## src/rtl/lw_sram_pkg.sv

```systemverilog
package lw_sram_pkg;
    localparam int LANES  = 4;
    localparam int LANE_W = 9;
    localparam int WORD_W = LANES * LANE_W;

    typedef enum logic [1:0] {
        ST_IDLE  = 2'd0,
        ST_READ  = 2'd1,
        ST_WRITE = 2'd2
    } stage_e;
endpackage

```

## src/rtl/lw_sram_ctrl.sv

```systemverilog
module lw_sram_ctrl
    import lw_sram_pkg::*;
#(
    parameter int ADDR_W = 6
) (
    input  logic              clk,
    input  logic              rst,
    input  logic              sleep,
    input  logic              req,
    input  logic              we,
    input  logic [ADDR_W-1:0] addr,
    input  logic [LANES-1:0]  lanes_n,
    output stage_e            st,
    output logic [ADDR_W-1:0] st_addr,
    output logic [LANES-1:0]  st_en,
    output logic              proto_err
);
    stage_e st_nxt;
    logic   err_nxt;
    logic   cmd_live;

    assign cmd_live = req & ~sleep;

    // next-state decision for the command stage
    always_comb begin
        st_nxt  = ST_IDLE;
        err_nxt = 1'b0;
        unique case (st)
            ST_READ: begin
                if (cmd_live) begin
                    if (we) err_nxt = 1'b1;   // no dead cycle before the write
                    else    st_nxt  = ST_READ;
                end
            end
            ST_IDLE, ST_WRITE: begin
                if (cmd_live) st_nxt = we ? ST_WRITE : ST_READ;
            end
            default: st_nxt = ST_IDLE;
        endcase
    end

    // state register
    always_ff @(posedge clk) begin
        if (rst) st <= ST_IDLE;
        else     st <= st_nxt;
    end

    // registered outputs of the stage
    always_ff @(posedge clk) begin
        st_addr <= addr;
        st_en   <= ~lanes_n;
        if (rst) proto_err <= 1'b0;
        else     proto_err <= err_nxt;
    end
endmodule

```

## src/rtl/lw_sram_wbuf.sv

```systemverilog
module lw_sram_wbuf
    import lw_sram_pkg::*;
#(
    parameter int ADDR_W = 6
) (
    input  logic              clk,
    input  logic              rst,
    input  stage_e            st,
    input  logic [ADDR_W-1:0] st_addr,
    input  logic [LANES-1:0]  st_en,
    input  logic [WORD_W-1:0] bus_in,
    input  logic [WORD_W-1:0] arr_word,
    output logic              cmt_we,
    output logic [ADDR_W-1:0] cmt_addr,
    output logic [LANES-1:0]  cmt_en,
    output logic [WORD_W-1:0] cmt_data,
    output logic [WORD_W-1:0] rd_word
);
    logic              pend_valid;
    logic [ADDR_W-1:0] pend_addr;
    logic [LANES-1:0]  pend_en;
    logic [WORD_W-1:0] pend_data;
    logic              hit;

    always_ff @(posedge clk) begin
        if (rst) begin
            pend_valid <= 1'b0;
        end else begin
            unique case (st)
                ST_WRITE: pend_valid <= 1'b1;
                ST_READ:  pend_valid <= pend_valid;
                ST_IDLE:  pend_valid <= 1'b0;
                default:  pend_valid <= 1'b0;
            endcase
        end
    end

    // late data is taken from the bus in the cycle after the write command
    always_ff @(posedge clk) begin
        if (st == ST_WRITE) begin
            pend_addr <= st_addr;
            pend_en   <= st_en;
            pend_data <= bus_in;
        end
    end

    // drain on any non-read cycle; reset discards the pending word
    assign cmt_we   = pend_valid & (st != ST_READ) & ~rst;
    assign cmt_addr = pend_addr;
    assign cmt_en   = pend_en;
    assign cmt_data = pend_data;

    assign hit = pend_valid & (pend_addr == st_addr);

    for (genvar l = 0; l < LANES; l++) begin : g_merge
        assign rd_word[l*LANE_W +: LANE_W] = (hit && pend_en[l]) ?
            pend_data[l*LANE_W +: LANE_W] : arr_word[l*LANE_W +: LANE_W];
    end
endmodule

```

## src/rtl/lw_sram_array.sv

```systemverilog
module lw_sram_array
    import lw_sram_pkg::*;
#(
    parameter int ADDR_W = 6
) (
    input  logic              clk,
    input  logic              we,
    input  logic [ADDR_W-1:0] waddr,
    input  logic [LANES-1:0]  wen,
    input  logic [WORD_W-1:0] wdata,
    input  logic [ADDR_W-1:0] raddr,
    output logic [WORD_W-1:0] rdata
);
    localparam int DEPTH = 1 << ADDR_W;

    logic [WORD_W-1:0] mem [DEPTH];

    always_ff @(posedge clk) begin
        if (we) begin
            for (int l = 0; l < LANES; l++) begin
                if (wen[l]) mem[waddr][l*LANE_W +: LANE_W] <= wdata[l*LANE_W +: LANE_W];
            end
        end
    end

    assign rdata = mem[raddr];
endmodule

```

## src/rtl/lw_sram.sv

```systemverilog
module lw_sram
    import lw_sram_pkg::*;
#(
    parameter int ADDR_W = 6
) (
    input  logic              clk,
    input  logic              rst,
    input  logic              sleep,
    input  logic              req,
    input  logic              we,
    input  logic [ADDR_W-1:0] addr,
    input  logic [LANES-1:0]  lanes_n,
    input  logic              oe_n,
    input  logic [WORD_W-1:0] dq_i,
    output logic [WORD_W-1:0] dq_o,
    output logic              dq_oe,
    output logic              proto_err
);
    stage_e            st;
    logic [ADDR_W-1:0] st_addr;
    logic [LANES-1:0]  st_en;
    logic              cmt_we;
    logic [ADDR_W-1:0] cmt_addr;
    logic [LANES-1:0]  cmt_en;
    logic [WORD_W-1:0] cmt_data;
    logic [WORD_W-1:0] arr_word;
    logic [WORD_W-1:0] rd_word;
    logic              out_valid;
    logic [WORD_W-1:0] out_word;

    lw_sram_ctrl #(.ADDR_W(ADDR_W)) u_ctrl (
        .clk(clk), .rst(rst), .sleep(sleep), .req(req), .we(we),
        .addr(addr), .lanes_n(lanes_n),
        .st(st), .st_addr(st_addr), .st_en(st_en), .proto_err(proto_err)
    );

    lw_sram_wbuf #(.ADDR_W(ADDR_W)) u_wbuf (
        .clk(clk), .rst(rst), .st(st), .st_addr(st_addr), .st_en(st_en),
        .bus_in(dq_i), .arr_word(arr_word),
        .cmt_we(cmt_we), .cmt_addr(cmt_addr), .cmt_en(cmt_en),
        .cmt_data(cmt_data), .rd_word(rd_word)
    );

    lw_sram_array #(.ADDR_W(ADDR_W)) u_array (
        .clk(clk), .we(cmt_we), .waddr(cmt_addr), .wen(cmt_en),
        .wdata(cmt_data), .raddr(st_addr), .rdata(arr_word)
    );

    // output register stage
    always_ff @(posedge clk) begin
        if (rst) out_valid <= 1'b0;
        else     out_valid <= (st == ST_READ);
        out_word <= rd_word;
    end

    assign dq_o  = out_word;
    assign dq_oe = out_valid & ~oe_n & ~sleep;
endmodule

```

## config.mk

```make
export PLATFORM = sky130hd
export DESIGN_NAME = lw_sram
export DESIGN_NICKNAME = d
export VERILOG_FILES = /design/src/rtl/lw_sram_pkg.sv /design/src/rtl/lw_sram_ctrl.sv /design/src/rtl/lw_sram_wbuf.sv /design/src/rtl/lw_sram_array.sv /design/src/rtl/lw_sram.sv
export SDC_FILE = /design/constraint.sdc
export NUM_CORES = 2
export LEC_CHECK = 0
export BUFFER_PORTS_ARGS = -buffer_cell sky130_fd_sc_hd__buf_2
export CAP_MARGIN = 25
export CORE_MARGIN = 1
export CORE_UTILIZATION = 57
export CTS_CLUSTER_DIAMETER = 40
export DETAILED_ROUTE_END_ITERATION = 6
export PLACE_DENSITY = 0.76
export SLEW_MARGIN = 40
export SYNTH_ARGS = -nofsm -noshare
export SYNTH_HDL_FRONTEND = slang
export SYNTH_SLANG_ARGS = --single-unit
```

## constraint.sdc

```tcl
create_clock -name clk -period 2.9 [get_ports clk]
set_input_delay 0.145 -clock clk [delete_from_list [all_inputs] [get_ports clk]]
set_output_delay 0.145 -clock clk [all_outputs]
set_load 0.01 [all_outputs]
```

==> impl_metrics.tcl <==
set metrics [dict create \
    outcome "finished, violations left" \
    violations "setup timing" \
    routedWlPerCell_um 32.6 \
    arrival_ns 3.68 \
    place_congestion 0.993 \
    routed_wl_um 246000 \
    postRouteAntennaNets 0 \
    die-width_um 403 \
    cp.required_ns 3.63 \
    slew_viol_final 0 \
    grt_overflow_total 0 \
    seq_area_frac_synth 0.780 \
    tightestPinTransition_ns 0.923 \
    grt_pass1_wl_um 350000 \
    hold_viol 0 \
    num_vias 50087 \
    ff2ff_setup_slack_ns -0.05 \
    dp.cells 7026 \
    die_area_um2 163000 \
    synth_seq_cells 2401 \
    r2r-end "dq_o[26]$_DFF_P_" \
    start_util 0.577 \
    antenna_found_initial 7 \
    path_clk_slew_ns 0.06 \
    yosysUniqueCellTypes 57 \
    crit_start "u_ctrl.st_addr[2]$_DFF_P_" \
    synth_cells 4607 \
    finalPower_mw 71.2 \
    ys_async_sr_fraction 0 \
    dieHeight_um 403 \
    end_kind "flop" \
    reg2reg_from "u_ctrl.st_addr[2]$_DFF_P_" \
    rr_worst_depth 6 \
    syn2layout_area_growth_pct 16.1 \
    endpoint "dq_o[26]$_DFF_P_" \
    timing.max_cap.violations 0 \
    cts_tree "done" \
    pre_cts_ws_ns -0.123 \
    yosysWarnings 0 \
    setup_slack_ns -0.0482 \
    drive_gt1_frac 0.252 \
    postLayoutCoreUtil 0.669 \
    rows 146 \
    cts_buffer_depth 3 \
    synthesis.nets 4659 \
    period_needed_ns 2.95 \
    hold_path_class "input port to flop" \
    synth_edf_count 2350 \
    vias_per_cell 6.63 \
    finalSetupViolations 3 \
    cp-start-kind "flop" \
    numCtsBuffers 235 \
    ys.flop_type "edfxtp_1" \
    tns_ns -0.117 \
    p_per_area_nw_per_um2 668 \
    synth_area_um2 91800 \
    grt_max_degree 67 \
    syn_avg_cell_area_um2 19.9 \
    cellLeakagePower_nw 34.9 \
    final_common_cell "edfxtp_1" \
    finClkSkew_ns 0.0341 \
    grt_use_total 0.303 \
    fin_crit_sh 1.02 \
    nets 5258 \
    first_iter_violations 6938 \
    dr.pass1.iters 5 \
    root_buffer "clkbuf_16" \
    io_buffer_count 89 \
    drc 0 \
    grt_pass1_vias 49439 \
    clock-sinks 2401 \
    grt_setup_unrepaired "no" \
    layout_common_cells "edfxtp_1, mux2i_1, buf_4" \
    finalNonFillerCells 7560 \
    hpwlAfterDp_um 153000 \
    coreArea_um2 159000 \
    slew_headroom 0.383 \
    fmax_mhz 339 \
    critPathKind "flop to flop" \
    num_io_pins 90 \
    path_max_fanout 27 \
    cts_max_level 4 \
    clock_latency_ns 0.86 \
    irDropWorstVdd_mv 0.718 \
]
[layout make-up]
class | instances | area (um2)
Inverter | 5 | 18.8
Clock buffer | 297 | 6230
Timing Repair Buffer | 646 | 5420
Multi-Input combinational cell | 1917 | 19000
Sequential cell | 2401 | 71600
Antenna cell | 5 | 12.5
Clock inverter | 143 | 1480
Tap cell | 2146 | 2690
Fill cell | 9699 | 52600
[cell families after synthesis]
family / share of synthesized area
compound gates: 0.0415
xor+xnor: 0.000573
buf+inv: 0.0156
flops: 0.780
mux: 0.136
simple gates: 0.0262
[layer usage]
layer	share of wire	wire length [um]	vias to the layer above	GRT usage
met1	0.36	88800	25957	0.414
met3	0.12	30500	485	0.0777
met2	0.47	115000	3507	0.464
met5	0.000061	15	-	0
li1	-	-	20136	-
met4	0.047	11500	2	0.138
[worst min path at each step]
stage / depth (start not counted) / slack (ns) / startpoint / end
after detailed placement: 1 / 0.25 / addr[3] / u_ctrl.st_addr[3]$_DFF_P_
after CTS: 2 / 0.001 / addr[4] / u_ctrl.st_addr[4]$_DFF_P_
after global placement: 1 / 0.25 / addr[3] / u_ctrl.st_addr[3]$_DFF_P_
after floorplan: 0 / 0.17 / addr[0] / u_ctrl.st_addr[0]$_DFF_P_
after global routing: 2 / 0.05 / addr[2] / u_ctrl.st_addr[2]$_DFF_P_
final: 2 / 0.04 / addr[4] / u_ctrl.st_addr[4]$_DFF_P_
[critical path: stages, from the launching register on]
cell      delay (ns)
dfxtp_4         0.62
buf_4           0.36
buf_6           0.31
mux4_2          0.35
a211oi_1        0.43
nand4_1         0.34
a32o_1          0.35
[synthesized netlist by cell type, drive strengths merged (51+ instances only)]
cell type | instances | area (um2)
nand2 | 147 | 552
o22ai | 70 | 438
mux2i | 449 | 4490
edfxtp | 2350 | 70600
buf | 144 | 880
dfxtp | 51 | 1020
clkbuf | 140 | 531
mux4 | 352 | 7930
o221ai | 66 | 578
a22oi | 100 | 751
nor2 | 276 | 1040
a21oi | 162 | 811
[through the flow]
stage          hold slack (ns)  instance area [um2]
4_1_cts                0.00114               106000
6_report                0.0359               106000
2_1_floorplan            0.173                91800
3_3_place_gp             0.251                97600
5_1_grt                 0.0518               106000
3_5_place_dp             0.250                97700
[what timing repair did]
action	4_1_cts	5_1_grt
endpoints found under the hold margin	51	0
gates resized for setup	21	20
cloned	0	0
setup buffers	0	0
setup endpoints to repair	168	284
hold buffers	88	0
[flip-flops by register name (all words and copies together) (netlist names)]
name and count:
u_wbuf.cmt_data 36, u_ctrl.st_en 4, u_ctrl.st 2, u_wbuf.cmt_en 4, u_ctrl.st_addr 6, dq_o 36, u_wbuf.cmt_addr 6, out_valid 1
u_wbuf.pend_valid 1, u_ctrl.proto_err 1, u_array.mem 2304
[power by group]
part | internal, mW | switching [mW]
clock | 17.3 | 13.0
sequential | 37.8 | 0.166
combinational | 1.23 | 1.69
No activity file was read; power rests on OpenSTA's default activity.
